===== src/rtl/evt_timer16_pkg.sv =====
package evt_timer16_pkg;

    localparam int CNT_W  = 16;
    localparam int TRIG_N = 16;
    localparam int BUS_W  = 32;
    localparam int ADDR_W = 6;

    // control word bit positions (software-visible layout)
    localparam int B_MODE_LO = 0;
    localparam int B_SEL_LO  = 4;
    localparam int B_LDCNT   = 8;
    localparam int B_RDCNT   = 9;
    localparam int B_LDCMP   = 10;
    localparam int B_RDCMP   = 11;
    localparam int B_IE_OVF  = 16;
    localparam int B_IE_CMP  = 17;
    localparam int B_TG_OVF  = 18;
    localparam int B_TG_CMP  = 19;
    localparam int B_CMPRST  = 24;
    localparam int B_DBGSTOP = 30;
    localparam int B_RUN     = 31;

    // status bit positions
    localparam int S_OVF = 0;
    localparam int S_CMP = 1;

    // register byte addresses
    localparam int A_CTRL = 'h00;
    localparam int A_CSET = 'h04;
    localparam int A_CCLR = 'h08;
    localparam int A_DATA = 'h10;
    localparam int A_STAT = 'h20;
    localparam int A_SSET = 'h24;
    localparam int A_SCLR = 'h28;

    typedef enum logic [1:0] {
        MODE_CLK  = 2'd0,
        MODE_RISE = 2'd1,
        MODE_FALL = 2'd2,
        MODE_BOTH = 2'd3
    } cnt_mode_e;

endpackage


===== src/rtl/evt_timer16_trigsync.sv =====
module evt_timer16_trigsync
    import evt_timer16_pkg::*;
#(
    parameter int TRIG_N = 16,
    parameter int SEL_W  = $clog2(TRIG_N)
) (
    input  logic              clk,
    input  logic              rst_n,
    input  logic [TRIG_N-1:0] trig_in,
    input  logic [SEL_W-1:0]  sel,
    input  cnt_mode_e         mode,
    output logic              step
);

    logic [TRIG_N-1:0] stab;

    // two-flop synchroniser per trigger line
    for (genvar i = 0; i < TRIG_N; i++) begin : g_sync
        logic meta_q, meta_d;
        logic hold_q, hold_d;

        always_comb begin
            meta_d = trig_in[i];
            hold_d = meta_q;
        end

        always_ff @(posedge clk) begin
            if (!rst_n) begin
                meta_q <= 1'b0;
                hold_q <= 1'b0;
            end else begin
                meta_q <= meta_d;
                hold_q <= hold_d;
            end
        end

        assign stab[i] = hold_q;
    end

    logic cur;
    logic prev_q, prev_d;

    always_comb begin
        cur    = stab[sel];
        prev_d = cur;
        unique case (mode)
            MODE_CLK:  step = 1'b1;
            MODE_RISE: step = cur & ~prev_q;
            MODE_FALL: step = ~cur & prev_q;
            MODE_BOTH: step = cur ^ prev_q;
            default:   step = 1'b0;
        endcase
    end

    always_ff @(posedge clk) begin
        if (!rst_n) prev_q <= 1'b0;
        else        prev_q <= prev_d;
    end

    // in an edge mode, a step requires a change on the selected line
    a_r3_edge_needs_change: assert property (@(posedge clk) disable iff (!rst_n)
        (mode != MODE_CLK && cur == prev_q) |-> !step);

endmodule


===== src/rtl/evt_timer16_core.sv =====
module evt_timer16_core #(
    parameter int CNT_W = 16
) (
    input  logic             clk,
    input  logic             rst_n,
    input  logic             cnt_en,
    input  logic             step,
    input  logic             ld_cnt,
    input  logic             ld_cmp,
    input  logic [CNT_W-1:0] ld_val,
    input  logic             cmp_rst_en,
    input  logic             tog_ovf,
    input  logic             tog_cmp,
    output logic [CNT_W-1:0] cnt_val,
    output logic [CNT_W-1:0] cmp_val,
    output logic             ovf_ev,
    output logic             cmp_ev,
    output logic             tmr_out
);

    typedef struct packed {
        logic [CNT_W-1:0] cnt;
        logic [CNT_W-1:0] cmp;
        logic             pend;
        logic             out;
    } core_t;

    core_t q, d;
    logic             adv;
    logic [CNT_W-1:0] nxt;

    always_comb begin
        d      = q;
        adv    = cnt_en & step;
        nxt    = q.pend ? '0 : q.cnt + 1'b1;
        ovf_ev = 1'b0;
        cmp_ev = 1'b0;
        if (ld_cnt) begin
            d.cnt  = ld_val;
            d.pend = 1'b0;
        end else if (adv) begin
            d.cnt  = nxt;
            d.pend = 1'b0;
            ovf_ev = ~q.pend & (&q.cnt);
            if (nxt == q.cmp) begin
                cmp_ev = 1'b1;
                d.pend = cmp_rst_en;
            end
        end
        if (ld_cmp) d.cmp = ld_val;
        d.out = q.out ^ (ovf_ev & tog_ovf) ^ (cmp_ev & tog_cmp);
    end

    always_ff @(posedge clk) begin
        if (!rst_n) q <= '0;
        else        q <= d;
    end

    assign cnt_val = q.cnt;
    assign cmp_val = q.cmp;
    assign tmr_out = q.out;

    a_r10_hold_when_stopped: assert property (@(posedge clk) disable iff (!rst_n)
        (!cnt_en && !ld_cnt) |=> $stable(cnt_val));

    a_r6_wrap_to_zero: assert property (@(posedge clk) disable iff (!rst_n)
        (adv && !ld_cnt && !q.pend && (&cnt_val)) |=> (cnt_val == '0));

    a_r9_restart_after_match: assert property (@(posedge clk) disable iff (!rst_n)
        (adv && !ld_cnt && q.pend) |=> (cnt_val == '0));

    a_r8_out_holds_without_event: assert property (@(posedge clk) disable iff (!rst_n)
        !(ovf_ev || cmp_ev) |=> $stable(tmr_out));

endmodule


===== src/rtl/evt_timer16.sv =====
module evt_timer16
    import evt_timer16_pkg::*;
#(
    parameter int CNT_W  = evt_timer16_pkg::CNT_W,
    parameter int TRIG_N = evt_timer16_pkg::TRIG_N,
    parameter int ADDR_W = evt_timer16_pkg::ADDR_W
) (
    input  logic              clk,
    input  logic              rst_n,
    input  logic              bus_sel,
    input  logic              bus_wr,
    input  logic [ADDR_W-1:0] bus_addr,
    input  logic [BUS_W-1:0]  bus_wdata,
    output logic [BUS_W-1:0]  bus_rdata,
    input  logic [TRIG_N-1:0] trig_in,
    input  logic              dbg_halt,
    output logic              tmr_out,
    output logic              irq
);

    localparam int SEL_W = $clog2(TRIG_N);
    localparam logic [BUS_W-1:0] CTRL_WMASK =
          (BUS_W'(3) << B_MODE_LO)
        | (BUS_W'((1 << SEL_W) - 1) << B_SEL_LO)
        | (BUS_W'(4'hF) << B_LDCNT)
        | (BUS_W'(4'hF) << B_IE_OVF)
        | (BUS_W'(1) << B_CMPRST)
        | (BUS_W'(1) << B_DBGSTOP)
        | (BUS_W'(1) << B_RUN);

    typedef struct packed {
        logic [BUS_W-1:0] ctrl;
        logic [CNT_W-1:0] data;
        logic [1:0]       stat;
    } regs_t;

    regs_t q, d;
    logic             wr;
    logic             step, cnt_en, ovf_ev, cmp_ev;
    logic [CNT_W-1:0] cnt_val, cmp_val;
    logic [BUS_W-1:0] wmask;

    evt_timer16_trigsync #(
        .TRIG_N (TRIG_N),
        .SEL_W  (SEL_W)
    ) u_sync (
        .clk     (clk),
        .rst_n   (rst_n),
        .trig_in (trig_in),
        .sel     (q.ctrl[B_SEL_LO +: SEL_W]),
        .mode    (cnt_mode_e'(q.ctrl[B_MODE_LO +: 2])),
        .step    (step)
    );

    assign cnt_en = q.ctrl[B_RUN] & ~(q.ctrl[B_DBGSTOP] & dbg_halt);

    evt_timer16_core #(
        .CNT_W (CNT_W)
    ) u_core (
        .clk        (clk),
        .rst_n      (rst_n),
        .cnt_en     (cnt_en),
        .step       (step),
        .ld_cnt     (q.ctrl[B_LDCNT]),
        .ld_cmp     (q.ctrl[B_LDCMP]),
        .ld_val     (q.data),
        .cmp_rst_en (q.ctrl[B_CMPRST]),
        .tog_ovf    (q.ctrl[B_TG_OVF]),
        .tog_cmp    (q.ctrl[B_TG_CMP]),
        .cnt_val    (cnt_val),
        .cmp_val    (cmp_val),
        .ovf_ev     (ovf_ev),
        .cmp_ev     (cmp_ev),
        .tmr_out    (tmr_out)
    );

    always_comb begin
        d     = q;
        wr    = bus_sel & bus_wr;
        wmask = bus_wdata & CTRL_WMASK;
        // command bits are single-shot: cleared after their transfer cycle
        d.ctrl[B_RDCMP:B_LDCNT] = '0;
        if (wr) begin
            case (bus_addr)
                ADDR_W'(A_CTRL): d.ctrl = wmask;
                ADDR_W'(A_CSET): d.ctrl = d.ctrl | wmask;
                ADDR_W'(A_CCLR): d.ctrl = d.ctrl & ~wmask;
                ADDR_W'(A_DATA): d.data = bus_wdata[CNT_W-1:0];
                ADDR_W'(A_STAT): d.stat = bus_wdata[1:0];
                ADDR_W'(A_SSET): d.stat = d.stat | bus_wdata[1:0];
                ADDR_W'(A_SCLR): d.stat = d.stat & ~bus_wdata[1:0];
                default: ;
            endcase
        end
        // captures override a same-cycle bus write to the data register
        if (q.ctrl[B_RDCMP]) d.data = cmp_val;
        if (q.ctrl[B_RDCNT]) d.data = cnt_val;
        // hardware events win over a same-cycle software clear
        d.stat[S_OVF] = d.stat[S_OVF] | ovf_ev;
        d.stat[S_CMP] = d.stat[S_CMP] | cmp_ev;
    end

    always_ff @(posedge clk) begin
        if (!rst_n) q <= '0;
        else        q <= d;
    end

    always_comb begin
        case (bus_addr)
            ADDR_W'(A_CTRL), ADDR_W'(A_CSET), ADDR_W'(A_CCLR): bus_rdata = q.ctrl;
            ADDR_W'(A_DATA): bus_rdata = BUS_W'(q.data);
            ADDR_W'(A_STAT), ADDR_W'(A_SSET), ADDR_W'(A_SCLR): bus_rdata = BUS_W'(q.stat);
            default: bus_rdata = '0;
        endcase
    end

    assign irq = (q.stat[S_OVF] & q.ctrl[B_IE_OVF]) | (q.stat[S_CMP] & q.ctrl[B_IE_CMP]);

    a_r5_load_cmd_self_clears: assert property (@(posedge clk) disable iff (!rst_n)
        (q.ctrl[B_LDCNT] && !(wr && (bus_addr == ADDR_W'(A_CTRL) || bus_addr == ADDR_W'(A_CSET))
                              && bus_wdata[B_LDCNT]))
        |=> !q.ctrl[B_LDCNT]);

    a_r12_status_clear_alias: assert property (@(posedge clk) disable iff (!rst_n)
        (wr && bus_addr == ADDR_W'(A_SCLR) && bus_wdata[S_OVF] && !ovf_ev) |=> !q.stat[S_OVF]);

    a_r4_capture_counter: assert property (@(posedge clk) disable iff (!rst_n)
        q.ctrl[B_RDCNT] |=> (q.data == $past(cnt_val)));

endmodule


===== config.mk =====
export PLATFORM = sky130hd
export DESIGN_NAME = evt_timer16
export DESIGN_NICKNAME = d
export VERILOG_FILES = /design/src/rtl/evt_timer16_pkg.sv /design/src/rtl/evt_timer16_trigsync.sv /design/src/rtl/evt_timer16_core.sv /design/src/rtl/evt_timer16.sv
export SDC_FILE = /design/constraint.sdc
export NUM_CORES = 1
export LEC_CHECK = 0
export BUFFER_PORTS_ARGS = -buffer_cell sky130_fd_sc_hd__buf_2
export CAP_MARGIN = 20
export CORE_MARGIN = 2
export CORE_UTILIZATION = 52
export CTS_CLUSTER_SIZE = 25
export DETAILED_ROUTE_END_ITERATION = 12
export PLACE_DENSITY = 0.74
export SETUP_SLACK_MARGIN = 0.02
export SLEW_MARGIN = 0
export SYNTH_ARGS = -nofsm -noshare
export SYNTH_HDL_FRONTEND = slang
export SYNTH_HIERARCHICAL = 1
export SYNTH_SLANG_ARGS = --single-unit

===== constraint.sdc =====
create_clock -name clk -period 3.5 [get_ports clk]
set_input_delay 0.7 -clock clk [delete_from_list [all_inputs] [get_ports clk]]
set_output_delay 0.7 -clock clk [all_outputs]
set_load 0.01 [all_outputs]

== Yosys cells after proc, flatten, opt, wreduce, memory -nomap -nowiden ==
Cells that the tools add are included.
W data, S select, Z words.
Cells by class
  eq/ne operators: 10
  multipliers: 0
  bitwise gates (word level): 28
  divide/modulo/power cells: 0
  multiplexer cells: 19
  shift-type cells: 0
  order comparisons: 1
  reduce and logical (&&, ||, !) cells: 13
  $add $sub $neg: 1
Operators with widths (number)
  $pmux W32 S3: 2
  $mux W16: 6
  $and A32 B32 Y32: 1
  $not A32 Y32: 1
  $or A32 B32 Y32: 1
  $eq A6 B6 Y1 const B: 3
  $mux W18: 1
  $add A16 B1 Y16 const B: 1
  $eq A16 B16 Y1: 1
  $reduce_and A16 Y1: 1
  $and A1 B1 Y1: 11
  $reduce_bool A3 Y1: 3
  $mux W1: 7
  $eq A6 B3 Y1 const B: 1
  $eq A6 B4 Y1 const B: 1
  $eq A6 B5 Y1 const B: 1
  $logic_not A6 Y1: 1
  $pmux W2 S3: 1
  $reduce_and A2 Y1: 3
  $reduce_or A3 Y1: 2
  $lt A4 B5 Y1 const B: 1
  $not A1 Y1: 5
  $bmux W1 S4: 1
  $eq A2 B2 Y1 const B: 2
  other kinds (10): 14
Word-level totals
  memory bits (read-only): 0
  logic and storage cells: 113
  memories kept: 0
  bits in latches: 0
  RAM bits: 0
  bits in registers: 117

== Longest topological paths before layout ==
  word-level depth: 11
  gate-level depth with buffers: 16

== By module ==
Netlist, hierarchy kept.
By module, submodules not included
  evt_timer16_core: area each 2633.8 sq um, instances 1, seq. area each 680.7 sq um, cells an instance 335
  evt_timer16: area each 2274.7 sq um, instances 1, seq. area each 700.7 sq um, cells an instance 261
  evt_timer16_trigsync: area each 1083.5 sq um, instances 1, seq. area each 660.6 sq um, cells an instance 88

== Worst setup path after synthesis ==
No wires, ideal clock.
  kind: reg-to-reg
  start point: reg q[24] in the netlist's numbering
  end point: reg q[1] in the netlist's numbering
  clock period less this slack: 3238 ps
  setup time: 60 ps
  stages on the path, launching flop included: 17
  arrival time: 3178 ps
  required time: 3440 ps
  slack: 262 ps
  path buffers: 0
  cell sequence: dfxtp_1 > mux4_1 > mux2i_2 > a21o_1 > ha_1 > nand2_1 > o21ai_0 > a22oi_1 > nand2_1 > nor2_1 > and3_1 > nand4_1 > nor4_4 > and3_1 > nor2_1 > o31ai_1 > o311a_1
Between the ends
  longest elaborated chain between the ends: 9
RTL lines
  from (decl): line evt_timer16.sv:37  | regs_t q, d;
  from (signal assigned): line evt_timer16.sv:104  | if (!rst_n) q <= '0;
  from (signal assigned): line evt_timer16.sv:105  | else q <= d;
  $bmux W1 S4 (*): line evt_timer16_trigsync.sv:44  | cur = stab[sel];
  $mux W1 (implied by the code) (*): line evt_timer16_trigsync.sv:44
  $not A1 Y1: line evt_timer16_trigsync.sv:49  | MODE_FALL: step = ~cur & prev_q;
  $and A1 B1 Y1: line evt_timer16_trigsync.sv:49
  $pmux W1 S4 (*): line evt_timer16_trigsync.sv:46  | unique case (mode)
  via step: line evt_timer16.sv:39  | logic step, cnt_en, ovf_ev, cmp_ev;
  $and A1 B1 Y1 (*): line evt_timer16_core.sv:34  | adv = cnt_en & step;
  $mux W1 (*): line evt_timer16_core.sv:41  | end else if (adv) begin
  $mux W1 (*): line evt_timer16_core.sv:38  | if (ld_cnt) begin
  via cmp_ev: line evt_timer16.sv:39
  $or A1 B1 Y1 (*): line evt_timer16.sv:100  | d.stat[S_CMP] = d.stat[S_CMP] | cmp_ev;
Mark *: on every way through the listed nets, which the timed path passes. The rest lies on a longest branch. The select of a mux whose other input is x is not followed.
A chain may end at the register's enable or synchronous reset.

== Final worst setup path ==
Same ends and word-level chain as after synthesis.

==> summary.txt <==
Outcome
  – Status: finished clean

Synth
  – Mean Syn Cell Area: 8.76 sq um
  – Synthesized cell area: 5990 sq um
  – Post-synth ARST share: 0%
  – Synth Flop Type: dfxtp_1
  – Share of the yosys chip area belonging to registers: 34.1%
  – Post-synth EDFFs: 0
  – FF+latch count, synth: 102
  – Yosys Warn Count: 6
  – Post-Synthesis Cells: 684
  – Cell variety after synth: 71

Cells and area
  – Most common cell after layout, fill and taps aside: dfxtp_1
  – Area growth syn-to-layout: 9.52%
  – Most frequent cells in the layout: dfxtp_1 (101), buf_2 (74), nor2_1 (49), mux2i_1 (45), and2_1 (44)
  – Share of cells above drive strength 1: 19.8%
  – Number of nets in the layout: 774
  – Final Core Density: 58.0%
  – Ant. Diodes: 0

Setup path
  – Worst r2r dst: q[1]
  – CP max stage delay: 570 ps
  – Setup crit end kind: flip-flop
  – Crit Path Max Fanout: 6
  – WS Path Type: flip-flop to flip-flop
  – Critical path launch point type: flip-flop
  – Register-to-Register Path Depth: 16
  – Crit path arrival time: 3580 ps
  – Reg-to-reg critical path startpoint: q[24]
  – Worst path cell trace: mux4_1, o22ai_2, a21o_1, ha_1, nand2_1, o21ai_1, a22oi_2, nand2_2, nor2_2, and3_1, nand4_1, nor4_4, and3_4, nor2_1, o31ai_1, o311a_1
  – CP required: 3800 ps
  – Slowest CP cell: mux4_1
  – R2R setup slack: 220 ps

Job
  – Max-cap check violation count: 0

STA
  – Slew of the pin with the lowest slew margin: 887 ps
  – TNS Setup: 0 ps
  – Final Setup Violations: 0
  – Tmin final: 3280 ps
  – Max_slew headroom: 40.8%
  – Period Utilization, post-route: 93.8%
  – Setup Skew: 4.76 ps
  – Max-slew violations: 0
  – Max Fclk: 305 MHz
  – Final hold viol count: 0

Global routing
  – Initial antenna violation count: 0
  – Overall routing resource usage: 24.9%
  – Number of global-route vias before repair: 5071
  – Total congestion overflow: 0
  – First-pass GRT wire length: 25.2 mm
  – Largest net degree at the start of global routing: 36

Pwr
  – Net Sw Power: 660 uW
  – Switch share: 26.8%
  – Max VDD drop: 0.000283 V
  – Leakage: 0.00283 uW
  – Sequential power share: 50.0%
  – Internal power: 1800 uW
  – Power per cell area: 375 nW/um^2
  – Comb power frac: 9.6%
  – Clock power share: 40.4%

Clock network
  – Root buffer cell: clkbuf_16
  – CTS tree: built
  – Cts hold-fix bufs: 0
  – Clock buffer depth: 2
  – Worst-path clk slew: 80 ps
  – # clock sinks: 102
  – TritonCTS Buffers: 9
  – # H-tree levels: 3
  – Clk Latency, worst-skew pair: 350 ps

Floorplanning
  – Row cnt: 39
  – Die Area: 12400 sq um
  – Die Y: 111 um
  – I/O Pins: 93
  – Chip width: 111 um
  – Initial core utilization: 52.9%
  – Core ar.: 11300 sq um

Placement
  – Placer Congestion: 0.836
  – Port bufs: 74
  – Detailed Place HPWL: 10.5 mm

Hold path
  – Hold path start: u_sync/g_sync[13].hold_d
  – Hold Crit Depth: 1
  – Worst min-delay path class: flip-flop to flip-flop
  – Hold EP: u_sync/g_sync[13].hold_q

Drt
  – Wirelength per Cell: 18.4 um
  – DRC Markers: 0
  – Drt total wl: 15.9 mm
  – Vias per Instance: 6.22
  – DR iter-0 viols: 474
  – ANT nets after route: 0
  – DR pass1 iterations: 8
  – Via count: 5345
==> cell type report <==
type | count | area [sq um]
Clock buffer | 10 | 229
Timing Repair Buffer | 102 | 588
Fill cell | 990 | 4760
Clock inverter | 6 | 65.1
Inverter | 25 | 93.8
Sequential cell | 102 | 2050
Multi-Input combinational cell | 472 | 3360
Tap cell | 143 | 179
==> synth_stat cells, types with 6 or more instances <==
cell type,n,area (sq um)
a211oi_1,7,52.6
a21o_1,17,128
a21oi_1,23,115
a22o_1,10,87.6
and2_1,44,275
and3_1,6,37.5
and4b_1,16,160
buf_4,43,323
clkbuf_1,41,154
dfxtp_1,102,2040
inv_1,24,90.1
mux2i_1,45,450
nand2_1,32,120
nand2b_1,15,93.8
nand3_1,7,35.0
nand4_1,21,131
nor2_1,50,188
nor2b_1,9,56.3
nor3_1,17,85.1
o21ai_0,18,90.1
o221ai_1,29,254
or3_1,6,37.5
or4_1,6,45.0
xor2_1,6,52.6
==> repair_timing <==
item                                    CTS  global route
setup buffers                             0             6
endpoints found under the setup margin    1             6
gates resized for setup                   2             9
pin swaps                                 1             7
==> layer usage <==
layer / track usage (%) / vias to the layer above / share of wire [%]
li1: - / 2502 / -
met1: 31.7 / 2565 / 43
met2: 42.4 / 242 / 48
met3: 3.92 / 36 / 5.9
met4: 10.1 / 0 / 2.3
met5: 0 / - / 0
==> stage by stage <==
stage / total power [uW] / instances / setup WS (ps) / cell area [sq um] / hold WS (ps)
global route: 2550 / 860 / -4.53 / 6560 / 454
floorplan: 1430 / 692 / 262 / 6020 / 406
global placement: 1470 / 837 / -32.2 / 6190 / 417
finish: 2460 / 860 / 218 / 6560 / 436
detailed placement: 1480 / 838 / -122 / 6210 / 418
CTS: 2460 / 854 / 86.2 / 6510 / 436
==> registers in the layout (all words and copies together), names as in the netlist <==
register / flops
q: 35
u_sync/g_sync.hold_d: 16
u_sync/g_sync.hold_q: 16
u_core/cmp_val: 16
u_core/cnt_val: 16
u_sync/prev_q: 1
u_core/q: 1
u_core/tmr_out: 1
==> worst max-delay path, delay by kind of cell, from the launching register on <==
kind            cells  cell delay (ps)
simple gates        8             1180
mux                 1              570
fa+ha+maj           1              230
compound gates      6              850
flops               1              400
==> power by group through the flow <==
stage | registers [uW] | logic, uW | clock network, uW
after floorplan | 1240 | 191 | 0
final | 1230 | 237 | 995
after detailed placement | 1260 | 227 | 0
after CTS | 1230 | 229 | 1000
after global routing | 1240 | 258 | 1050
after global placement | 1260 | 218 | 0
==> how the worst max path moves through the flow <==
| stage | from | to | cells past startpoint |
|---|---|---|---|
| final | q[24] | q[1] | 16 |
| after global routing | q[24] | q[1] | 16 |
| after CTS | q[24] | q[1] | 16 |
| after detailed placement | q[24] | q[1] | 16 |
| after global placement | q[24] | q[1] | 16 |
| after floorplan | q[24] | q[1] | 16 |
==> kinds of logic (layout without fill, tap and decap cells) <==
| logic type | count (synthesis) | after routing | share of synthesized area (%) |
|---|---|---|---|
| xor+xnor | 11 | 11 | 1.61 |
| flops | 102 | 102 | 34.1 |
| other cells | 1 | 9 | 0.0626 |
| simple gates | 258 | 258 | 26.1 |
| compound gates | 140 | 140 | 17.3 |
| fa+ha+maj | 3 | 3 | 0.627 |
| mux | 51 | 51 | 9.69 |
| buf+inv | 118 | 143 | 10.6 |
Note: power is estimated with default switching activity, not from simulation.
